==> config.mk <==
export PLATFORM = sky130hd
export DESIGN_NAME = pix_frame_seq
export DESIGN_NICKNAME = d
export VERILOG_FILES = /design/src/rtl/fs_pkg.sv /design/src/rtl/fs_clkdiv.sv /design/src/rtl/fs_readout.sv /design/src/rtl/fs_pulse.sv /design/src/rtl/fs_integ.sv /design/src/rtl/pix_frame_seq.sv
export SDC_FILE = /design/constraint.sdc
export NUM_CORES = 1
export LEC_CHECK = 0
export BUFFER_PORTS_ARGS = -buffer_cell sky130_fd_sc_hd__buf_2
export CORE_MARGIN = 2
export CORE_UTILIZATION = 25
export CTS_CLUSTER_DIAMETER = 120
export CTS_CLUSTER_SIZE = 30
export DETAILED_ROUTE_END_ITERATION = 6
export HOLD_SLACK_MARGIN = 0.12
export SLEW_MARGIN = 40
export SYNTH_ARGS = -nofsm -noshare
export SYNTH_HDL_FRONTEND = slang
export SYNTH_SLANG_ARGS = --single-unit
==> constraint.sdc <==
create_clock -name clk -period 5.32 [get_ports clk]
set_input_delay 0.532 -clock clk [delete_from_list [all_inputs] [get_ports clk]]
set_output_delay 0.532 -clock clk [all_outputs]
set_load 0.01 [all_outputs]
==> src/rtl/fs_pkg.sv <==
package fs_pkg;
  localparam int REG_W = 12;

  typedef enum logic [1:0] {
    PH_FRAME_OVH = 2'd0,
    PH_ROW_OVH   = 2'd1,
    PH_KERNELS   = 2'd2
  } phase_t;

  // Pulse width in input-clock cycles for granularity code g.
  function automatic int pulse_len(input logic [1:0] g);
    return 4 * (12 * (32'(g) + 1) + 1);
  endfunction

  localparam int PULSE_MAX = 4 * (12 * 4 + 1);
  localparam int PULSE_CW  = $clog2(PULSE_MAX + 1);
endpackage

==> src/rtl/fs_clkdiv.sv <==
module fs_clkdiv #(
  parameter int DIV = 4
) (
  input  logic clk,
  input  logic rst,
  output logic tick
);
  localparam int CW = (DIV > 1) ? $clog2(DIV) : 1;
  logic [CW-1:0] cnt;

  assign tick = (cnt == CW'(DIV - 1));

  always_ff @(posedge clk) begin
    if (rst)       cnt <= '0;
    else if (tick) cnt <= '0;
    else           cnt <= cnt + 1'b1;
  end
endmodule

==> src/rtl/fs_readout.sv <==
module fs_readout import fs_pkg::*; #(
  parameter int LINES     = 480,
  parameter int KERNELS   = 160,
  parameter int ROW_OVH   = 16,
  parameter int FRAME_OVH = 16,
  localparam int LW = $clog2(LINES),
  localparam int KW = $clog2(KERNELS)
) (
  input  logic             clk,
  input  logic             rst,
  input  logic             tick,
  input  logic [REG_W-1:0] xfer_line,
  output logic             ovh_frame,
  output logic             ovh_row,
  output logic [KW-1:0]    kernel_idx,
  output logic [LW-1:0]    line_idx,
  output logic             line_end,
  output logic             frame_end
);
  localparam int OVH_MAX = (ROW_OVH > FRAME_OVH) ? ROW_OVH : FRAME_OVH;
  localparam int OW      = $clog2(OVH_MAX + 1);

  phase_t        ph;
  logic [OW-1:0] ocnt;
  logic [KW-1:0] kern_q;
  logic [LW-1:0] line_q;
  logic          last_line;

  assign last_line = (REG_W'(line_q) == xfer_line) || (line_q == LW'(LINES - 1));
  assign line_end  = tick && (ph == PH_KERNELS) && (kern_q == KW'(KERNELS - 1));
  assign frame_end = line_end && last_line;

  always_ff @(posedge clk) begin
    if (rst) begin
      ph     <= PH_FRAME_OVH;
      ocnt   <= '0;
      kern_q <= '0;
      line_q <= '0;
    end else if (tick) begin
      unique case (ph)
        PH_FRAME_OVH: begin
          if (ocnt == OW'(FRAME_OVH - 1)) begin
            ph     <= PH_ROW_OVH;
            ocnt   <= '0;
            line_q <= '0;
          end else begin
            ocnt <= ocnt + 1'b1;
          end
        end
        PH_ROW_OVH: begin
          if (ocnt == OW'(ROW_OVH - 1)) begin
            ph     <= PH_KERNELS;
            ocnt   <= '0;
            kern_q <= '0;
          end else begin
            ocnt <= ocnt + 1'b1;
          end
        end
        PH_KERNELS: begin
          if (kern_q == KW'(KERNELS - 1)) begin
            kern_q <= '0;
            if (last_line) begin
              ph     <= PH_FRAME_OVH;
              line_q <= '0;
            end else begin
              ph     <= PH_ROW_OVH;
              line_q <= line_q + 1'b1;
            end
          end else begin
            kern_q <= kern_q + 1'b1;
          end
        end
        default: ph <= PH_FRAME_OVH;
      endcase
    end
  end

  assign ovh_frame  = (ph == PH_FRAME_OVH);
  assign ovh_row    = (ph == PH_ROW_OVH);
  assign kernel_idx = kern_q;
  assign line_idx   = line_q;
endmodule

==> src/rtl/fs_pulse.sv <==
module fs_pulse import fs_pkg::*; (
  input  logic       clk,
  input  logic       rst,
  input  logic       fire,
  input  logic [1:0] gran,
  output logic       active
);
  logic [PULSE_CW-1:0] cnt;

  always_ff @(posedge clk) begin
    if (rst) begin
      active <= 1'b0;
      cnt    <= '0;
    end else if (fire) begin
      active <= 1'b1;
      cnt    <= PULSE_CW'(pulse_len(gran) - 1);
    end else if (active) begin
      if (cnt == '0) active <= 1'b0;
      else           cnt    <= cnt - 1'b1;
    end
  end
endmodule

==> src/rtl/fs_integ.sv <==
module fs_integ import fs_pkg::*; #(
  parameter int LINES = 480,
  localparam int LW = $clog2(LINES)
) (
  input  logic             clk,
  input  logic             rst,
  input  logic             slave_mode,
  input  logic [1:0]       gran,
  input  logic [REG_W-1:0] rel_line,
  input  logic [REG_W-1:0] dual_line,
  input  logic [REG_W-1:0] triple_line,
  input  logic             ext_pix_rst,
  input  logic             ext_dual,
  input  logic             ext_triple,
  input  logic             line_end,
  input  logic             frame_end,
  input  logic [LW-1:0]    line_idx,
  output logic             pix_rst,
  output logic             dual_pulse,
  output logic             triple_pulse,
  output logic             xfer_pulse
);
  localparam int NPULSE = 3;

  logic [REG_W-1:0]  cur_line;
  logic [NPULSE-1:0] fire;
  logic [NPULSE-1:0] busy;
  logic [2:0]        pin_q;
  logic              pr_q;

  assign cur_line = REG_W'(line_idx);
  assign fire[0]  = line_end && (cur_line == dual_line);
  assign fire[1]  = line_end && (cur_line == triple_line);
  assign fire[2]  = frame_end;

  for (genvar i = 0; i < NPULSE; i++) begin : g_pulse
    fs_pulse u_pulse (
      .clk   (clk),
      .rst   (rst),
      .fire  (fire[i]),
      .gran  (gran),
      .active(busy[i])
    );
  end

  // Frame end takes priority over the release match on the same line.
  always_ff @(posedge clk) begin
    if (rst)                                       pr_q <= 1'b1;
    else if (frame_end)                            pr_q <= 1'b1;
    else if (line_end && (cur_line == rel_line))   pr_q <= 1'b0;
  end

  always_ff @(posedge clk) begin
    if (rst) pin_q <= '0;
    else     pin_q <= {ext_triple, ext_dual, ext_pix_rst};
  end

  assign pix_rst      = slave_mode ? pin_q[0] : pr_q;
  assign dual_pulse   = slave_mode ? pin_q[1] : busy[0];
  assign triple_pulse = slave_mode ? pin_q[2] : busy[1];
  assign xfer_pulse   = busy[2];
endmodule

==> src/rtl/pix_frame_seq.sv <==
module pix_frame_seq import fs_pkg::*; #(
  parameter int LINES     = 480,
  parameter int KERNELS   = 160,
  parameter int ROW_OVH   = 16,
  parameter int FRAME_OVH = 16,
  parameter int CORE_DIV  = 4
) (
  input  logic                       clk,
  input  logic                       rst,
  input  logic                       slave_mode,
  input  logic [1:0]                 gran,
  input  logic [REG_W-1:0]           rel_line,
  input  logic [REG_W-1:0]           dual_line,
  input  logic [REG_W-1:0]           triple_line,
  input  logic [REG_W-1:0]           xfer_line,
  input  logic                       ext_pix_rst,
  input  logic                       ext_dual,
  input  logic                       ext_triple,
  output logic                       ovh_frame,
  output logic                       ovh_row,
  output logic [$clog2(KERNELS)-1:0] kernel_idx,
  output logic [$clog2(LINES)-1:0]   line_idx,
  output logic                       pix_rst,
  output logic                       dual_pulse,
  output logic                       triple_pulse,
  output logic                       xfer_pulse
);
  localparam int LW = $clog2(LINES);
  localparam int KW = $clog2(KERNELS);

  logic core_tick;
  logic line_end;
  logic frame_end;

  fs_clkdiv #(.DIV(CORE_DIV)) u_div (
    .clk (clk),
    .rst (rst),
    .tick(core_tick)
  );

  fs_readout #(
    .LINES(LINES), .KERNELS(KERNELS), .ROW_OVH(ROW_OVH), .FRAME_OVH(FRAME_OVH)
  ) u_rd (
    .clk       (clk),
    .rst       (rst),
    .tick      (core_tick),
    .xfer_line (xfer_line),
    .ovh_frame (ovh_frame),
    .ovh_row   (ovh_row),
    .kernel_idx(kernel_idx),
    .line_idx  (line_idx),
    .line_end  (line_end),
    .frame_end (frame_end)
  );

  fs_integ #(.LINES(LINES)) u_int (
    .clk         (clk),
    .rst         (rst),
    .slave_mode  (slave_mode),
    .gran        (gran),
    .rel_line    (rel_line),
    .dual_line   (dual_line),
    .triple_line (triple_line),
    .ext_pix_rst (ext_pix_rst),
    .ext_dual    (ext_dual),
    .ext_triple  (ext_triple),
    .line_end    (line_end),
    .frame_end   (frame_end),
    .line_idx    (line_idx),
    .pix_rst     (pix_rst),
    .dual_pulse  (dual_pulse),
    .triple_pulse(triple_pulse),
    .xfer_pulse  (xfer_pulse)
  );
endmodule

==> impl_metrics.ini, run 1 <==
[status]
status = completed

[timing]
setup_tns_ns = 0
relSlewSlack_pct = 51.2
min_period_ns = 2.52
slew_violations = 0
rsz0062_at_grt = false
finalCritPeriodShare_pct = 47.4
clock.fmax_mhz = 397
skew_ns = 0.00584
timing_worst_slew_pin_value_ns = 0.726
setup_viol = 0
finalHoldViolCount = 0

[clocking]
holdBufCountCts = 0
tritoncts = done
clock_path_buffers = 2
htreeDepth = 3
cts_inserted_buffers = 9
clk_pin_slew_worst_paths_ns = 0.05
cts_root_buf = clkbuf_16
clock-sinks = 57
cts_setup_buffers = 0
clock_latency_ns = 0.34
ctsResizeCount = 0

[synth]
yosys_warnings = 0
yosysSeqAreaShare_pct = 32.6
netlist_instances = 412
synth_edf_count = 0
syn_nets = 481
syn_area_sq_um = 3500
synth_top_family_by_area = simple AND/OR/NAND/NOR gates
synth_cell_type_count = 56
yosys.area_share.adder_pct = 4.65
avgSynthCellArea_sq_um = 8.49
synthMuxAreaShare_pct = 1.89
synthSimpleGateAreaFrac_pct = 25.1
synth-compound-area-share_pct = 14.3
yosys.area_share.xor_xnor_pct = 15.5
synth-main-ff-cell = dfxtp_1
synth-async-reset-ratio_pct = 0
synth-seq-cells = 57

[global_route]
grt_antenna_before_repair = 0
grt_max_degree = 44
met3_usage_pct = 4.51
globalRoute.busiestLayer = met2
grt.total_usage_pct = 12.7
grt_pass1_wl_um = 14700
grt_use_met2_pct = 20.8
grt_util_met1_pct = 15.0
grt_overflow_total = 0
first_global_vias = 3076

[setup_path]
crit_required_ns = 5.54
critPathCaptureType = flip-flop
setup.worst_path.class = flip-flop to flip-flop
critPathArrivalTime_ns = 2.74
r2r_cells = 6
start_kind = flip-flop
cp_max_fo = 13

[floorplan]
io_pins = 79
start_util_pct = 25.4
dieWidth_um = 122
rows = 43
coreArea_sq_um = 13800
die_y_um = 122
die_area_sq_um = 15000

[flow_run]
maxCapViolCount = 0

[place]
place_hpwl_um = 6750
port_buffers = 78
place.gp.congestion = 0.825

[power]
p_total_mw = 1.08
irDropWorstVdd_mv = 0.139
power_density_nw_per_um2 = 251
p_leak_nw = 1.71

[hold_path]
hold_path_class = input pin to flip-flop
hold_depth = 2

[cells_and_area]
area_growth_syn_to_layout_pct = 22.8
finalNetCount = 549
seq_area_sq_um = 1140
antenna_cells = 0
nFillCells = 1474
multiInputGateArea_sq_um = 2160
drive_gt1_share_pct = 23.5
final_core_utilization_pct = 31.2

[drt]
dr.pass1.iters = 4
drt_wl_total_um = 9040
avgRoutedWirePerCell_um = 13.6
drt_iter0_markers = 230
vias = 3233
final_antenna_net_count = 0
vias_per_cell = 4.86
drc = 0
-- worst max-delay path, cell delays in order (launching register included) --
cell     delay [ns]
dfxtp_1        0.40
ha_1           0.21
and4_1         0.36
nand4_2        0.26
nor4_4         0.76
nor3b_1        0.11
a211o_1        0.32
-- path summary, 6_finish.rpt --
| check | start | endpoint | slack (ns) |
|---|---|---|---|
| max | u_rd.kernel_idx[0] | u_int.g_pulse[1].u_pulse.cnt[4] | 2.80 |
| min | ext_dual | u_int.pin_q[1] | 0.40 |
| max reg2reg | u_rd.kernel_idx[0] | u_int.g_pulse[1].u_pulse.cnt[4] | 2.80 |
| min reg2reg | u_div.cnt[0] | u_div.cnt[0] | 0.42 |
-- logic make-up (layout without fill, tap and decap cells) --
group | after synthesis | after routing
AO/OA/AOI/OAI | 73 | 73
XOR/XNOR | 62 | 62
adder cells (fa/ha/maj) | 13 | 13
buffers and inverters | 43 | 116
flip-flops | 57 | 57
multiplexers | 6 | 6
AND/OR/NAND/NOR | 158 | 158
-- final cells by class --
class,instances,area share (%)
Clock buffer,10,5.56
Clock inverter,6,1.34
Inverter,21,1.83
Multi-Input combinational cell,312,50.2
Sequential cell,57,26.5
Tap cell,180,5.24
Timing Repair Buffer,79,9.25
-- placed cells by master, fill, tap and decap left out, types with 13 or more instances in the layout --
cell type,Yosys,layout
buf_2,7,78
dfxtp_1,57,57
nor2_1,36,36
xor2_1,33,33
xnor2_1,29,29
a21oi_1,26,26
inv_1,21,21
nand3_1,21,21
nand2_1,20,20
nor3_1,15,15
ha_1,13,13
-- flip-flops by register name, indices dropped and copies added, names as in the netlist --
register and flops:
u_rd.ocnt 5, u_int.pr_q 1, u_rd.line_idx 9, u_int.pin_q 3, u_int.g_pulse.u_pulse.cnt 24, u_rd.kernel_idx 8
u_int.g_pulse.u_pulse.active 3, u_div.cnt 2, u_rd.ph 2
-- where the power goes --
group,leakage (nW),switching [mW],internal [mW]
logic,1.10,0.0395,0.0347
clock network,0.148,0.200,0.371
registers,0.460,0.00338,0.432
total,1.71,0.243,0.837
-- routing by layer --
layer  wire [um]  vias up
li1            -     1601
met1        3920     1545
met2        4410       65
met3         464       22
met4         249        0
met5           0        -
-- synthesized netlist by cell type (8+ instances only) --
cell | n | area [sq um]
a211oi_1 | 8 | 60.1
a21oi_1 | 26 | 130
dfxtp_1 | 57 | 1140
ha_1 | 13 | 163
inv_1 | 21 | 78.8
nand2_1 | 20 | 75.1
nand3_1 | 21 | 105
nand4_1 | 11 | 68.8
nor2_1 | 36 | 135
nor3_1 | 15 | 75.1
nor4_1 | 11 | 68.8
xnor2_1 | 29 | 254
xor2_1 | 33 | 289
-- stage by stage --
stage | instance area (sq um) | hold WS [ns] | setup WS (ns) | instances
final | 4300 | 0.404 | 2.80 | 665
after floorplan | 3500 | 0.404 | 3.37 | 412
after detailed placement | 4000 | 0.419 | 2.82 | 649
after CTS | 4300 | 0.396 | 2.82 | 665
after global routing | 4300 | 0.421 | 2.66 | 665
after global placement | 3990 | 0.412 | 2.91 | 649
Note: power is estimated with default switching activity, not from simulation.
==> run 2, diff against run 1 <==
- clock period: 5.32 -> 2.3 ns (I/O delays scaled with it)
==> run 2 against run 1 <==
- flip-flop and latch count is the same
- register-to-register slack worse by 2.6 ns
- design area grew 4.0%
- via count rose by 1.9%
- largest power group unchanged
==> impl_metrics.ini, run 2 (synthesis gave the netlist of run 1 again) <==
[status]
status = completed

[floorplan]
coreArea_sq_um = 13800
die_y_um = 122
die_area_sq_um = 15000
start_util_pct = 25.4
io_pins = 79
dieWidth_um = 122
rows = 43

[cells_and_area]
area_growth_syn_to_layout_pct = 27.8
finalNetCount = 572
final_core_utilization_pct = 32.5
drive_gt1_share_pct = 26.4
antenna_cells = 0
final_common_cell = buf_2
nFillCells = 1448
final_cell_mix = buf_2 (78), dfxtp_1 (57), nor2_1 (36), xor2_1 (33), xnor2_1 (29)
largest_reg_flops = 24
top_register = u_int.g_pulse.u_pulse.cnt
design_area_sq_um = 4470

[setup_path]
r2r_slack_ns = 0.17
crit_slowest_cell = or4_1
start_kind = flip-flop
crit_path_cell_trace = ha_1 -> and4_1 -> buf_4 -> nand3_1 -> a21o_2 -> or4_1 -> a21oi_1
cp_max_fo = 11
critPathCaptureType = flip-flop
setup.worst_path.class = flip-flop to flip-flop
max_stage_delay_ns = 0.48
crit_required_ns = 2.56
critPathArrivalTime_ns = 2.39

[global_route]
first_global_vias = 3212
grt_max_degree = 43
grt_antenna_before_repair = 0
grt.total_usage_pct = 12.9
grt_overflow_total = 0
grt_pass1_wl_um = 15300

[timing]
finalHoldViolCount = 0
relSlewSlack_pct = 62.9
holdWs_ns = 0.296
rsz0062_at_grt = false
timing_worst_slew_pin_value_ns = 0.552
setup_tns_ns = 0
finalCritPeriodShare_pct = 92.6
clock.fmax_mhz = 470
min_period_ns = 2.13
slew_violations = 0
skew_ns = 0.00936
setup_viol = 0

[power]
p_total_mw = 2.50
irDropWorstVdd_mv = 0.309
switching_share_pct = 22.1
internal_power_mw = 1.95
p_leak_nw = 1.81
clockPowerShare_pct = 52.7
power_density_nw_per_um2 = 559
switchingPower_uw = 553
p_comb_share_pct = 7.1
seqPwrFrac_pct = 40.3

[drt]
drt_iter0_markers = 163
drt_wl_total_um = 9040
vias_per_cell = 4.79
final_antenna_net_count = 0
avgRoutedWirePerCell_um = 13.1
vias = 3295
drc = 0
dr.pass1.iters = 4

[place]
detailed_place.area_sq_um = 4140
place.gp.congestion = 0.884
port_buffers = 78
place_hpwl_um = 6970

[clocking]
cts_inserted_buffers = 9
clock_latency_ns = 0.33
clock_path_buffers = 2
clock-sinks = 57
cts_root_buf = clkbuf_16
clk_pin_slew_worst_paths_ns = 0.05
htreeDepth = 3
tritoncts = done

[hold_path]
hold_path_class = input pin to flip-flop

[flow_run]
maxCapViolCount = 0
==> run 2: worst max-delay path, delay by kind of cell (launching register included) <==
| family | cells | cell delay [ns] |
|---|---|---|
| buffers and inverters | 1 | 0.15 |
| AND/OR/NAND/NOR | 3 | 0.85 |
| adder cells (fa/ha/maj) | 1 | 0.23 |
| flip-flops | 1 | 0.41 |
| AO/OA/AOI/OAI | 2 | 0.42 |
==> run 2: metrics by stage <==
stage               setup WS, ns  std cells
global placement           0.248        669
global route             0.00655        688
floorplan                  0.348        412
CTS                        0.163        688
finish                     0.170        688
detailed placement         0.184        669
==> run 2: path summary, 6_finish.rpt <==
check / startpoint / to / cells past startpoint
max: u_rd.kernel_idx[0] / u_rd.line_idx[5] / 7
max reg2reg: u_rd.kernel_idx[0] / u_rd.line_idx[5] / 7
min reg2reg: u_div.cnt[0] / u_div.cnt[0] / 1
min: rst / u_int.pr_q / 3
==> run 2: what timing repair did <==
action                                  in CTS  in global routing
setup buffers                                0                  0
hold endpoints to repair                     3                  0
gates resized for setup                      0                  1
hold buffers                                 3                  0
endpoints found under the setup margin       0                  1
==> run 2: layer usage <==
metal,GRT usage [%],up-vias,routed length (um)
met2,21.0,64,4430
li1,-,1653,-
met1,16.1,1556,4020
met3,3.58,22,371
met5,0,-,0
met4,5.17,0,218
==> run 2: final cells by class <==
cell class              instances  area, sq um  area share [%]
well taps                     180          225            5.03
flip-flops and latches         57         1140            25.5
multi-input cells             312         2150            48.1
inverters                      21         78.8            1.76
repair buffers                102          578            12.9
clock buffers                  11          243            5.43
clock inverters                 5         55.1            1.23
==> run 2: power groups by stage <==
stage	Combinational, mW	Clock, mW	Sequential, mW
2_1_floorplan	0.0944	0	1.02
3_3_place_gp	0.172	0	1.03
3_5_place_dp	0.175	0	1.03
4_1_cts	0.180	1.36	1.01
5_1_grt	0.198	1.39	1.01
6_report	0.177	1.32	1.01
==> run 3, diff against run 2 <==
- ABC_AREA: unset -> 1
- GPL_TIMING_DRIVEN: unset -> 0
==> run 3 against run 2 <==
- via count increased by 19%
- synthesized cell count rose by 49%
- combinational power up 8%
==> impl_metrics.ini, run 3 <==
[clocking]
htreeDepth = 3
tritoncts = done
cts_inserted_buffers = 9
clock_path_buffers = 2
clock_latency_ns = 0.33
clock-sinks = 57
clk_pin_slew_worst_paths_ns = 0.05
cts_root_buf = clkbuf_16
ctsResizeCount = 0

[synth]
syn_area_sq_um = 3920
yosysMostFrequentCell = nand2_1
synth.area.top_cells = dfxtp_1 (29%), nand2_1 (15%), nor2_1 (8.4%)
synth-seq-cells = 57
synthSimpleGateAreaFrac_pct = 40.4
yosys.area_share.adder_pct = 4.15
netlist_instances = 614
synth_top_cells_by_count = nand2_1 (158), nor2_1 (88), inv_1 (85), dfxtp_1 (57), nand3_1 (35)
yosys.area_share.xor_xnor_pct = 5.81
syn_nets = 683
yosys_warnings = 0
yosysSeqAreaShare_pct = 29.1
synthMuxAreaShare_pct = 0.575
avgSynthCellArea_sq_um = 6.38
yosys.area.top_type = dfxtp_1
synth-main-ff-cell = dfxtp_1
synth_cell_type_count = 35
netlist.area_leader.share_pct = 29.1
synth_edf_count = 0
synth-compound-area-share_pct = 8.02
synth_top_family_by_area = simple AND/OR/NAND/NOR gates
synth-async-reset-ratio_pct = 0

[timing]
finalHoldViolCount = 0
clock.fmax_mhz = 503
setup_viol = 0
slew_violations = 0
finalCritPeriodShare_pct = 86.4
timing_worst_slew_pin_value_ns = 0.643
skew_ns = 0.00747
setup_tns_ns = 0
relSlewSlack_pct = 57.2
rsz0062_at_grt = false
min_period_ns = 1.99

[drt]
drc = 0
drt_wl_total_um = 10600
met2_length_um = 5150
wl_met1_um = 4850
avgRoutedWirePerCell_um = 11.5
final_antenna_net_count = 0
routed.top_layer = met4
dr.pass1.iters = 4
drt_iter0_markers = 185
vias = 3911
vias_per_cell = 4.24
wl_met3_um = 568

[global_route]
grt_antenna_before_repair = 1
grt_pass1_wl_um = 17500
grt_overflow_total = 0
first_global_vias = 3699
grt_max_degree = 11
grt.total_usage_pct = 13.2

[setup_path]
setup.worst_path.class = flip-flop to flip-flop
cp_max_fo = 10
crit_required_ns = 2.52
crit_family = simple AND/OR/NAND/NOR gates
crit_buf_inv = 2
critPathArrivalTime_ns = 2.21
critPathCaptureType = flip-flop
crit_path_frequent_cell = nand2_1
crit_slowest_cell = dfxtp_1
start_kind = flip-flop
crit_path_cell_trace = inv_2 -> nand2_2 -> nand2_1 -> nor2_1 -> nand3_2 -> o21ai_4 -> nand2_4 -> nand2_2 -> nand2_1 -> nand2_1 -> inv_1
max_stage_delay_ns = 0.58

[cells_and_area]
multiInputGateArea_sq_um = 2310
area_growth_syn_to_layout_pct = 25.0
final_core_utilization_pct = 32.1
final_cell_mix = nand2_1 (158), nor2_1 (88), inv_1 (85), buf_2 (78), dfxtp_1 (57)
nFillCells = 1674
largest_reg_flops = 24
seq_area_sq_um = 1140
top_register = u_int.g_pulse.u_pulse.cnt
drive_gt1_share_pct = 20.1
finalNetCount = 774
final_common_cell = nand2_1
design_area_sq_um = 4890

[flow_run]
maxCapViolCount = 0

[power]
p_total_mw = 2.52
irDropWorstVdd_mv = 0.328
power_density_nw_per_um2 = 515
p_leak_nw = 2.35

[place]
detailed_place.area_sq_um = 4570
port_buffers = 77
place.gp.congestion = 0.872
place_hpwl_um = 8320

[floorplan]
dieWidth_um = 129
start_util_pct = 25.7
io_pins = 79
die_y_um = 129
coreArea_sq_um = 15300
rows = 45
die_area_sq_um = 16700

[hold_path]
hold_path_class = input pin to flip-flop

[status]
status = completed
[run 3: cell count changes after synthesis, moves of 14 or more]
| cell | delta |
|---|---|
| nand2_1 | +138 |
| nand3_1 | +14 |
| o21ai_0 | +18 |
| inv_1 | +64 |
| xnor2_1 | -19 |
| nor2_1 | +52 |
| xor2_1 | -17 |
[run 3: path summary, 6_finish.rpt]
path	startpoint	slack, ns	depth (start not counted)	endpoint
setup / recovery	u_rd.line_idx[6]	0.31	11	u_int.g_pulse[2].u_pulse.cnt[4]
hold / removal	rst	0.29	2	u_div.cnt[0]
setup reg to reg	u_rd.line_idx[6]	0.31	11	u_int.g_pulse[2].u_pulse.cnt[4]
hold reg to reg	u_div.cnt[0]	0.43	1	u_div.cnt[0]
[run 3: kinds of logic after synthesis]
family	Yosys count
and+or+nand+nor	350
buffers and inverters	107
AOI/OAI and AO/OA	59
DFF	57
xor gates and xnor gates	26
adders and majority gates	13
muxes	2
[run 3: layer usage]
layer | global-route usage, % | up-vias
li1 | - | 2117
met1 | 16.1 | 1724
met2 | 23.3 | 66
met3 | 3.80 | 4
met4 | 2.81 | 0
met5 | 0 | -
[run 3: worst register-to-register path: stages (launching register included)]
cell     delay (ns)
dfxtp_1        0.58
inv_2          0.15
nand2_2        0.08
nand2_1        0.05
nor2_1         0.17
nand3_2        0.13
o21ai_4        0.29
nand2_4        0.17
nand2_2        0.12
nand2_1        0.06
nand2_1        0.06
inv_1          0.03
[run 3: what timing repair did]
action	in CTS	in global routing
hold buffers	3	0
buffers inserted	0	0
endpoints found under the hold margin	3	0
[run 3: final cells by class]
cell class,count,area share [%]
Buffer,13,2.28
Inverter,94,7.21
Timing Repair Buffer,80,8.49
Clock buffer,10,4.88
Antenna cell,1,0.0511
Sequential cell,57,23.3
Tap cell,211,5.39
Multi-Input combinational cell,450,47.2
Clock inverter,6,1.18
[run 3: power breakdown]
group	internal (mW)	switching [mW]	total, mW
registers	0.997	0.00334	1.00
logic	0.0862	0.106	0.192
clock network	0.859	0.469	1.33
[run 3: through the flow]
step | hold slack, ns | std cells | setup WS [ns]
3_5_place_dp | 0.423 | 902 | 0.293
6_report | 0.287 | 922 | 0.312
3_3_place_gp | 0.419 | 902 | 0.290
4_1_cts | 0.287 | 921 | 0.279
2_1_floorplan | 0.337 | 614 | 0.597
5_1_grt | 0.356 | 921 | 0.0945
